$ cat src/rtl/wrs_pkg.sv
package wrs_pkg;

  typedef enum logic [2:0] {
    ST_SUSP  = 3'd0,
    ST_INDLY = 3'd1,
    ST_AWREL = 3'd2,
    ST_TIME  = 3'd3,
    ST_NORM  = 3'd4
  } wrs_state_e;

  localparam int unsigned DFLT_OUT_CODE = 3;
  localparam int unsigned DFLT_WP_CODE  = 4;

endpackage

$ cat src/rtl/wrs_sync.sv
module wrs_sync #(
  parameter int unsigned STAGES = 2
) (
  input  logic clk,
  input  logic rst,
  input  logic d_i,
  output logic q_o
);

  logic [STAGES-1:0] chain_q;

  generate
    if (STAGES == 1) begin : g_single
      always_ff @(posedge clk) begin
        if (rst) chain_q <= '0;
        else     chain_q <= d_i;
      end
    end else begin : g_multi
      always_ff @(posedge clk) begin
        if (rst) chain_q <= '0;
        else     chain_q <= {chain_q[STAGES-2:0], d_i};
      end
    end
  endgenerate

  assign q_o = chain_q[STAGES-1];

endmodule

$ cat src/rtl/wrs_clamp.sv
module wrs_clamp #(
  parameter int unsigned CW = 10,
  localparam int unsigned TW = CW + 1
) (
  input  logic [CW-1:0] out_code_i,
  input  logic [CW-1:0] wp_code_i,
  output logic [TW-1:0] out_cyc_o,
  output logic [TW-1:0] wp_cyc_o
);

  logic [TW-1:0] wp_raw;

  always_comb begin
    out_cyc_o = {1'b0, out_code_i} + TW'(1);
    wp_raw    = {1'b0, wp_code_i} + TW'(1);
    if (wp_raw <= out_cyc_o) wp_cyc_o = out_cyc_o + TW'(1);
    else                     wp_cyc_o = wp_raw;
  end

endmodule

$ cat src/rtl/wrs_timer.sv
module wrs_timer #(
  parameter int unsigned W = 4
) (
  input  logic         clk,
  input  logic         rst,
  input  logic         clr_i,
  input  logic         start_i,
  input  logic         inc_i,
  output logic [W-1:0] cnt_o
);

  always_ff @(posedge clk) begin
    if (rst || clr_i) cnt_o <= '0;
    else if (start_i) cnt_o <= W'(1);
    else if (inc_i)   cnt_o <= cnt_o + W'(1);
  end

endmodule

$ cat src/rtl/wake_release_seq.sv
module wake_release_seq
  import wrs_pkg::*;
#(
  parameter int unsigned CW          = 10,
  parameter int unsigned IN_DLY      = 3,
  parameter int unsigned SYNC_STAGES = 2
) (
  input  logic          clk,
  input  logic          rst,
  input  logic          wake_ok_i,
  input  logic [CW-1:0] out_code_i,
  input  logic [CW-1:0] wp_code_i,
  input  logic          drive_awake_i,
  input  logic          gsr_en_i,
  input  logic          awake_sense_i,
  output logic          in_en_o,
  output logic          awake_drv_o,
  output logic          awake_oe_o,
  output logic          out_rel_o,
  output logic          gsr_o,
  output logic          we_o
);

  localparam int unsigned TW = CW + 1;
  localparam int unsigned DW = $clog2(IN_DLY + 1);
  localparam logic [DW-1:0] IN_DLY_V = DW'(IN_DLY);

  wrs_state_e    state_q;
  logic          awake_sync;
  logic [TW-1:0] out_cyc, wp_cyc;
  logic [DW-1:0] dly_cnt;
  logic [TW-1:0] rel_cnt;
  logic          in_en_q, drv_q, oe_q, out_rel_q, gsr_q, we_q;

  wrs_sync #(.STAGES(SYNC_STAGES)) u_sync (
    .clk (clk),
    .rst (rst),
    .d_i (awake_sense_i),
    .q_o (awake_sync)
  );

  wrs_clamp #(.CW(CW)) u_clamp (
    .out_code_i (out_code_i),
    .wp_code_i  (wp_code_i),
    .out_cyc_o  (out_cyc),
    .wp_cyc_o   (wp_cyc)
  );

  logic dly_clr, dly_start, dly_inc, dly_done;
  assign dly_done  = (dly_cnt >= IN_DLY_V);
  assign dly_clr   = !wake_ok_i || (state_q != ST_SUSP && state_q != ST_INDLY);
  assign dly_start = (state_q == ST_SUSP);
  assign dly_inc   = (state_q == ST_INDLY) && !dly_done;

  wrs_timer #(.W(DW)) u_in_timer (
    .clk     (clk),
    .rst     (rst),
    .clr_i   (dly_clr),
    .start_i (dly_start),
    .inc_i   (dly_inc),
    .cnt_o   (dly_cnt)
  );

  logic rel_clr, rel_start, rel_inc;
  assign rel_clr   = !wake_ok_i || state_q == ST_SUSP || state_q == ST_NORM
                     || state_q == ST_INDLY;
  assign rel_start = (state_q == ST_AWREL) && awake_sync;
  assign rel_inc   = (state_q == ST_TIME);

  wrs_timer #(.W(TW)) u_rel_timer (
    .clk     (clk),
    .rst     (rst),
    .clr_i   (rel_clr),
    .start_i (rel_start),
    .inc_i   (rel_inc),
    .cnt_o   (rel_cnt)
  );

  always_ff @(posedge clk) begin
    if (rst || !wake_ok_i) begin
      state_q   <= ST_SUSP;
      in_en_q   <= 1'b0;
      oe_q      <= 1'b1;
      drv_q     <= 1'b0;
      out_rel_q <= 1'b0;
      gsr_q     <= 1'b0;
      we_q      <= 1'b0;
    end else begin
      case (state_q)
        ST_SUSP:  state_q <= ST_INDLY;
        ST_INDLY: begin
          if (dly_done) begin
            state_q <= ST_AWREL;
            in_en_q <= 1'b1;
            oe_q    <= drive_awake_i;
            drv_q   <= drive_awake_i;
          end
        end
        ST_AWREL: begin
          if (awake_sync) state_q <= ST_TIME;
        end
        ST_TIME: begin
          if (rel_cnt >= out_cyc) out_rel_q <= 1'b1;
          gsr_q <= gsr_en_i && (rel_cnt == wp_cyc - TW'(1));
          if (rel_cnt >= wp_cyc) begin
            we_q    <= 1'b1;
            gsr_q   <= 1'b0;
            state_q <= ST_NORM;
          end
        end
        ST_NORM:  state_q <= ST_NORM;
        default:  state_q <= ST_SUSP;
      endcase
    end
  end

  assign in_en_o     = in_en_q;
  assign awake_drv_o = drv_q;
  assign awake_oe_o  = oe_q;
  assign out_rel_o   = out_rel_q;
  assign gsr_o       = gsr_q;
  assign we_o        = we_q;

  AST_SUSP_QUIET: assert property (@(posedge clk) disable iff (rst)
    !wake_ok_i |=> (!in_en_q && !out_rel_q && !we_q && !gsr_q && oe_q && !drv_q));
  AST_OUT_NEEDS_IN: assert property (@(posedge clk) disable iff (rst)
    out_rel_q |-> in_en_q);
  AST_NO_REL_BEFORE_SYNC: assert property (@(posedge clk) disable iff (rst)
    (state_q == ST_AWREL) |-> (!out_rel_q && !we_q));
  AST_CLAMP_ORDER: assert property (@(posedge clk) disable iff (rst)
    wp_cyc > out_cyc);
  AST_WE_AFTER_OUT: assert property (@(posedge clk) disable iff (rst)
    $rose(we_q) |-> $past(out_rel_q));
  AST_GSR_THEN_WE: assert property (@(posedge clk) disable iff (rst)
    (gsr_q && wake_ok_i) |=> we_q);
  AST_GSR_ONE_CYCLE: assert property (@(posedge clk) disable iff (rst)
    gsr_q |=> !gsr_q);
  AST_NORM_HOLDS: assert property (@(posedge clk) disable iff (rst)
    (we_q && wake_ok_i) |=> (we_q && out_rel_q && in_en_q && !gsr_q));

endmodule

$ cat config.mk
export PLATFORM = sky130hd
export DESIGN_NAME = wake_release_seq
export DESIGN_NICKNAME = d
export VERILOG_FILES = /design/src/rtl/wrs_pkg.sv /design/src/rtl/wrs_sync.sv /design/src/rtl/wrs_clamp.sv /design/src/rtl/wrs_timer.sv /design/src/rtl/wake_release_seq.sv
export SDC_FILE = /design/constraint.sdc
export NUM_CORES = 1
export LEC_CHECK = 0
export BUFFER_PORTS_ARGS = -buffer_cell sky130_fd_sc_hd__buf_2
export CAP_MARGIN = 20
export CORE_MARGIN = 3
export CORE_UTILIZATION = 55
export DETAILED_ROUTE_END_ITERATION = 7
export GPL_ROUTABILITY_DRIVEN = 0
export PLACE_DENSITY = 0.78
export SYNTH_ARGS = -nofsm -noshare
export SYNTH_HDL_FRONTEND = slang
export SYNTH_HIERARCHICAL = 1
export SYNTH_SLANG_ARGS = --single-unit
$ cat constraint.sdc
create_clock -name clk -period 4 [get_ports clk]
set_input_delay 0.4 -clock clk [delete_from_list [all_inputs] [get_ports clk]]
set_output_delay 0.4 -clock clk [all_outputs]
set_load 0.005 [all_outputs]
Word-level counts from Yosys, hierarchy flattened
Index checks and enable logic that the tools add are counted.
W data, S select, Z words.
{"block": "word_totals", "regBits": 24, "latch_bits": 0, "ramBits": 0, "romBits": 0, "input_bits": 26, "word_cells": 64, "mem_count": 0}
{"block": "classes", "n_addsub": 6, "mul": 0, "div": 0, "order_cmp": 4, "eq_ne": 9, "shifts": 0, "n_mux": 10, "bitwise": 0, "n_reduce_logical": 23}
{"operator": "$add A10 B1 Y11 const B", "count": 2}
{"operator": "$add A11 B1 Y11 const B", "count": 2}
{"operator": "$ge A11 B11 Y1", "count": 2}
{"operator": "$pmux W3 S5", "count": 1}
{"operator": "$eq A11 B11 Y1", "count": 1}
{"operator": "$le A11 B11 Y1", "count": 1}
{"operator": "$mux W11", "count": 1}
{"operator": "$sub A11 B1 Y11 const B", "count": 1}
{"operator": "$mux W3", "count": 3}
{"operator": "$logic_or A1 B1 Y1", "count": 7}
{"operator": "$eq A3 B2 Y1 const B", "count": 2}
{"operator": "$reduce_and A2 Y1", "count": 3}
{"operator": "$mux W1", "count": 5}
{"operator": "$logic_and A1 B1 Y1", "count": 4}
{"operator": "$ne A2 B1 Y1 const B", "count": 2}
{"operator": "$reduce_bool A2 Y1", "count": 2}
{"operator": "$reduce_or A2 Y1", "count": 2}
{"operator": "$eq A3 B1 Y1 const B", "count": 1}
{"operator": "$eq A3 B3 Y1 const B", "count": 1}
{"operator": "$logic_not A3 Y1", "count": 1}
{"operator": "$ne A3 B1 Y1 const B", "count": 1}
{"operator": "$reduce_and A3 Y1", "count": 1}
{"operator": "$reduce_bool A3 Y1", "count": 1}
{"operator": "$add A2 B1 Y2 const B", "count": 1}
{"operator": "other kinds (3)", "count": 4}

Longest topological paths before layout
{"block": "logic_depth", "ltp_word": 7, "depth_mapped": 20}

By module
Netlist, hierarchy kept.
{"module": "wake_release_seq", "instances": 1, "cells_per_inst": 176, "area_each_um2": 1311.3, "seq_area_each_um2": 180.2}
{"module": "wrs_clamp", "instances": 1, "cells_per_inst": 148, "area_each_um2": 1167.4, "seq_area_each_um2": 0.0}
{"module": "wrs_timer at u_rel_timer", "instances": 1, "cells_per_inst": 54, "area_each_um2": 498.0, "seq_area_each_um2": 220.2}
{"module": "wrs_timer at u_in_timer", "instances": 1, "cells_per_inst": 8, "area_each_um2": 92.6, "seq_area_each_um2": 40.0}
{"module": "wrs_sync", "instances": 1, "cells_per_inst": 4, "area_each_um2": 52.6, "seq_area_each_um2": 40.0}

Worst setup path before layout
Ideal clock, no wire load.
{"block": "synth_path", "kind": "input to register", "from": "input out_code_i[0]", "to": "register state_q[2]", "setup_ns": 0.058, "arrival_time_ns": 4.071, "required_ns": 3.942, "slack_ns": -0.130, "cell_stages": 19, "cell_sequence": "ha_1 > buf_4 > xor2_1 > inv_1 > ha_1 > nand3_1 > o211ai_1 > nand4b_1 > maj3_2 > o22ai_2 > buf_6 > mux2i_1 > inv_1 > ha_1 > nand3_1 > or3_1 > a21o_1 > a21oi_1 > o21a_1"}
{"block": "synth_via", "elab_chain_len": 6}
{"element": "from (decl)", "line": "wake_release_seq.sv:11", "source": "input logic [CW-1:0] out_code_i,"}
{"element": "$add A10 B1 Y11 (*)", "line": "wrs_clamp.sv:14", "source": "out_cyc_o = {1'b0, out_code_i} + TW'(1);"}
{"element": "named net out_cyc[2]", "line": "wake_release_seq.sv:30", "source": "logic [TW-1:0] out_cyc, wp_cyc;"}
{"element": "$add A11 B1 Y11 or $le A11 B11 Y1 (tied branches)", "line": "wrs_clamp.sv:16", "source": "if (wp_raw <= out_cyc_o) wp_cyc_o = out_cyc_o + TW'(1);"}
{"element": "$mux W11 (*)", "line": "wrs_clamp.sv:16"}
{"element": "named net wp_cyc[4]", "line": "wake_release_seq.sv:30"}
{"element": "$ge A11 B11 Y1 (*)", "line": "wake_release_seq.sv:105", "source": "if (rel_cnt >= wp_cyc) begin"}
{"element": "$ne A2 B1 Y1 (no source line) (*)"}
{"element": "$reduce_and A3 Y1 (no source line) (*)"}
{"element": "to (signal assigned)", "line": "wake_release_seq.sv:108", "source": "state_q <= ST_NORM;"}
{"element": "to (signal assigned)", "line": "wake_release_seq.sv:111", "source": "ST_NORM: state_q <= ST_NORM;"}
{"element": "to (signal assigned)", "line": "wake_release_seq.sv:112", "source": "default: state_q <= ST_SUSP;"}
{"element": "to (decl)", "line": "wake_release_seq.sv:28", "source": "wrs_state_e state_q;"}
The timed path passes the listed nets; every way through them passes the cells marked *.
A chain may end at the register's enable or synchronous reset.

Worst setup path after layout
{"block": "layout_path", "from": "input out_code_i[5]", "to": "register gsr_q, in the netlist gsr_o"}
{"block": "layout_via", "elab_chain_len": 7}
{"element": "$add A10 B1 Y11 (*)", "line": "wrs_clamp.sv:14"}
{"element": "$le A11 B11 Y1 (*)", "line": "wrs_clamp.sv:16"}
{"element": "$mux W11 (*)", "line": "wrs_clamp.sv:16"}
{"element": "named net wp_cyc[4]", "line": "wake_release_seq.sv:30"}
{"element": "$sub A11 B1 Y11", "line": "wake_release_seq.sv:104", "source": "gsr_q <= gsr_en_i && (rel_cnt == wp_cyc - TW'(1));"}
{"element": "$eq A11 B11 Y1", "line": "wake_release_seq.sv:104"}
{"element": "$logic_and A1 B1 Y1", "line": "wake_release_seq.sv:104"}
{"element": "$mux W1 (*)", "line": "wake_release_seq.sv:105"}
{"element": "to (signal assigned)", "line": "wake_release_seq.sv:104"}
{"element": "to (decl)", "line": "wake_release_seq.sv:33", "source": "logic in_en_q, drv_q, oe_q, out_rel_q, gsr_q, we_q;"}
Marked as above.

==> qor.yml <==
grt_usage_pct: 25.0
hold_violations: 0
yosysWarnings: 6
r2r_setup_slack_ps: 1730
final_nets: 539
place.detailed.hpwl_mm: 6.52
clkLatencyLatePin_ps: 260
yosysSeqAreaShare_pct: 15.4
period_share_pct: 97.3
finalNonFillerCells: 547
postCtsHoldBufs: 0
min_path_cells: 2
synth_edf_count: 0
setup_viol: 0
slew_headroom_pct: 51.9
postLayoutCoreUtil_pct: 74.8
die_x_um: 81.3
regToRegStartpoint: "state_q[0]$_SDFFE_PP0P_"
status: "completed"
start_util_pct: 58.9
layout-drive-gt1-share_pct: 32.9
vias_per_cell: 5.67
yosysTopAreaCell: "dfxtp_1"
yosys-top-cells-area: "dfxtp_1 15%, ha_1 14%, xor2_1 5.9%"
clkTransAtPathRegs_ps: 80
dp_cells: 543
holdPathEnd: "u_sync/chain_q[0]$_SDFF_PP0_"
yosysMostFrequentCell: "ha_1"
antenna_cells: 0
grt-ovfl-total: 0
grt_pass1_vias: 3009
hp-start: "awake_sense_i"
reg2reg_to: "gsr_o$_SDFFE_PP0P_"
crit_path_end_kind: "flip-flop"
crit_type: "in2reg"
rr_worst_depth: 8
synth_flop_cell: "dfxtp_1"
startpoint_type: "primary input"
synth_area_mm2: 0.00312
ys_ff_latch: 24
avgSynthCellArea_um2: 8.00
syn-num-nets: 451
die_h_um: 81.3
port_buffers: 31
finClkSkew_ps: 0.949
post-synth-top-area-fraction_pct: 15.4
worst-path-max-fanout: 5
die_area_mm2: 0.00662
coreArea_mm2: 0.00530
p_per_area_mw_per_mm2: 201
root_buffer: "clkbuf_8"
drv_cap: 0
synth_cell_types: 69
h-tree-depth: 1
cts.path.max_buffers: 2
p_leak_nw: 1.76
total_power_mw: 0.797
cts_buffers: 3
ant_nets: 0
synthCells: 390
cts_tree: "yes"
tightest_slew_ps: 715
synthArstFlopShare_pct: 0
drt-initial-drc-count: 177
cts_sinks: 24
area_growth_pct: 27.1
slew_viol_final: 0
ir_worst_vdd_mv: 0.180
fmax_mhz: 257
rows: 26
fill_cells: 376
antenna_found_initial: 0
via_count: 3099
min_period_ps: 3890
holdWs_ps: 343
hold_class: "in2reg"
worstPathArrival_ps: 4080
grt_pass1_wl_mm: 13.3
ios: 32
first_pass_iters: 4
post-route-drc-count: 0
post_drt_wl_per_cell_um: 14.9
post_cts.repair.setup_buffers: 0
crit_required_ps: 4190
grt_max_degree: 14
drt_wl_total_mm: 8.16
synth_common_cells: "35 x ha_1, 34 x inv_1, 33 x nand2_1"
[stage by stage]
| stage | setup slack [ps] | setup TNS, ps | instance area (µm²) |
|---|---|---|---|
| global route | -80.9 | -110 | 3970 |
| global placement | -119 | -245 | 3810 |
| CTS | 43.7 | 0 | 3870 |
| detailed placement | -216 | -590 | 3810 |
| floorplan | 11.4 | 0 | 3170 |
| finish | 106 | 0 | 3970 |
[final cells by class]
type	instances	area [µm²]	share of cell area, %
inverters	35	135	3.41
flip-flops and latches	24	480	12.1
repair buffers	95	656	16.5
multi-input cells	319	2550	64.4
well taps	70	87.6	2.21
clock buffers	4	55.1	1.39
[layer usage]
metal  up-vias  wire length [µm]  track usage [%]
li1       1570                 -                -
met5         -                 0                0
met1      1460              3670             31.9
met3         6               346             2.88
met2        63              4090             45.1
met4         0                51             4.39
[cells by family (layout without fill, tap and decap cells)]
group | count (synthesis) | after routing | share of synthesized area (%)
AOI/OAI and AO/OA | 74 | 74 | 16.2
xor gates and xnor gates | 42 | 42 | 12.6
adders and majority gates | 36 | 36 | 14.4
buffers and inverters | 47 | 134 | 7.21
DFF | 24 | 24 | 15.4
muxes | 13 | 13 | 5.37
and+or+nand+nor | 154 | 154 | 28.8
[worst max-delay path, stage by stage]
cell	delay (ps)
buf_2	150
nand3_1	130
nor2_1	160
nand4_1	140
xor2_1	290
ha_1	310
a21o_1	200
a21oi_1	150
o31a_1	200
o22ai_4	90
buf_6	140
buf_4	150
mux2i_4	180
buf_4	170
nor4b_4	280
buf_4	190
xnor2_1	120
nand3_1	110
a21boi_2	170
o2111ai_1	150
o31ai_2	180
[report_power, final]
part           switching, mW  internal, mW
clock network         0.0762        0.0878
logic                  0.189         0.201
registers            0.00233         0.241
[sequential cells by signal (all words and copies together), names as in the netlist]
register           flops
we_o                   1
out_rel_o              1
u_in_timer/cnt_o       2
u_rel_timer/cnt_o     11
gsr_o                  1
awake_drv_o            1
state_q                3
awake_oe_o             1
u_sync/chain_q         2
in_en_o                1
[layout by cell type, fill, tap and decap left out, types with 18 or more instances in the layout]
| master | count |
|---|---|
| buf_4 | 61 |
| nand2_1 | 33 |
| buf_2 | 31 |
| ha_1 | 30 |
| inv_1 | 29 |
| dfxtp_1 | 24 |
| nor2_1 | 20 |
| xor2_1 | 20 |
| a21oi_1 | 19 |
| nand3_1 | 18 |
| xnor2_1 | 18 |
[how the worst max path moves through the flow]
stage,startpoint,endpoint,cells after the start,slack (ps)
after global routing,out_code_i[5],gsr_o$_SDFFE_PP0P_,21,-80
after detailed placement,out_code_i[1],gsr_o$_SDFFE_PP0P_,20,-220
final,out_code_i[5],gsr_o$_SDFFE_PP0P_,21,110
after floorplan,out_code_i[0],gsr_o$_SDFFE_PP0P_,18,10
after global placement,out_code_i[1],gsr_o$_SDFFE_PP0P_,18,-120
after CTS,out_code_i[1],gsr_o$_SDFFE_PP0P_,20,40
[what timing repair did]
item	4_1_cts	5_1_grt
setup endpoints to repair	0	5
gates resized for setup	0	22
hold endpoints to repair	0	0
Note: power is estimated with default switching activity, not from simulation.
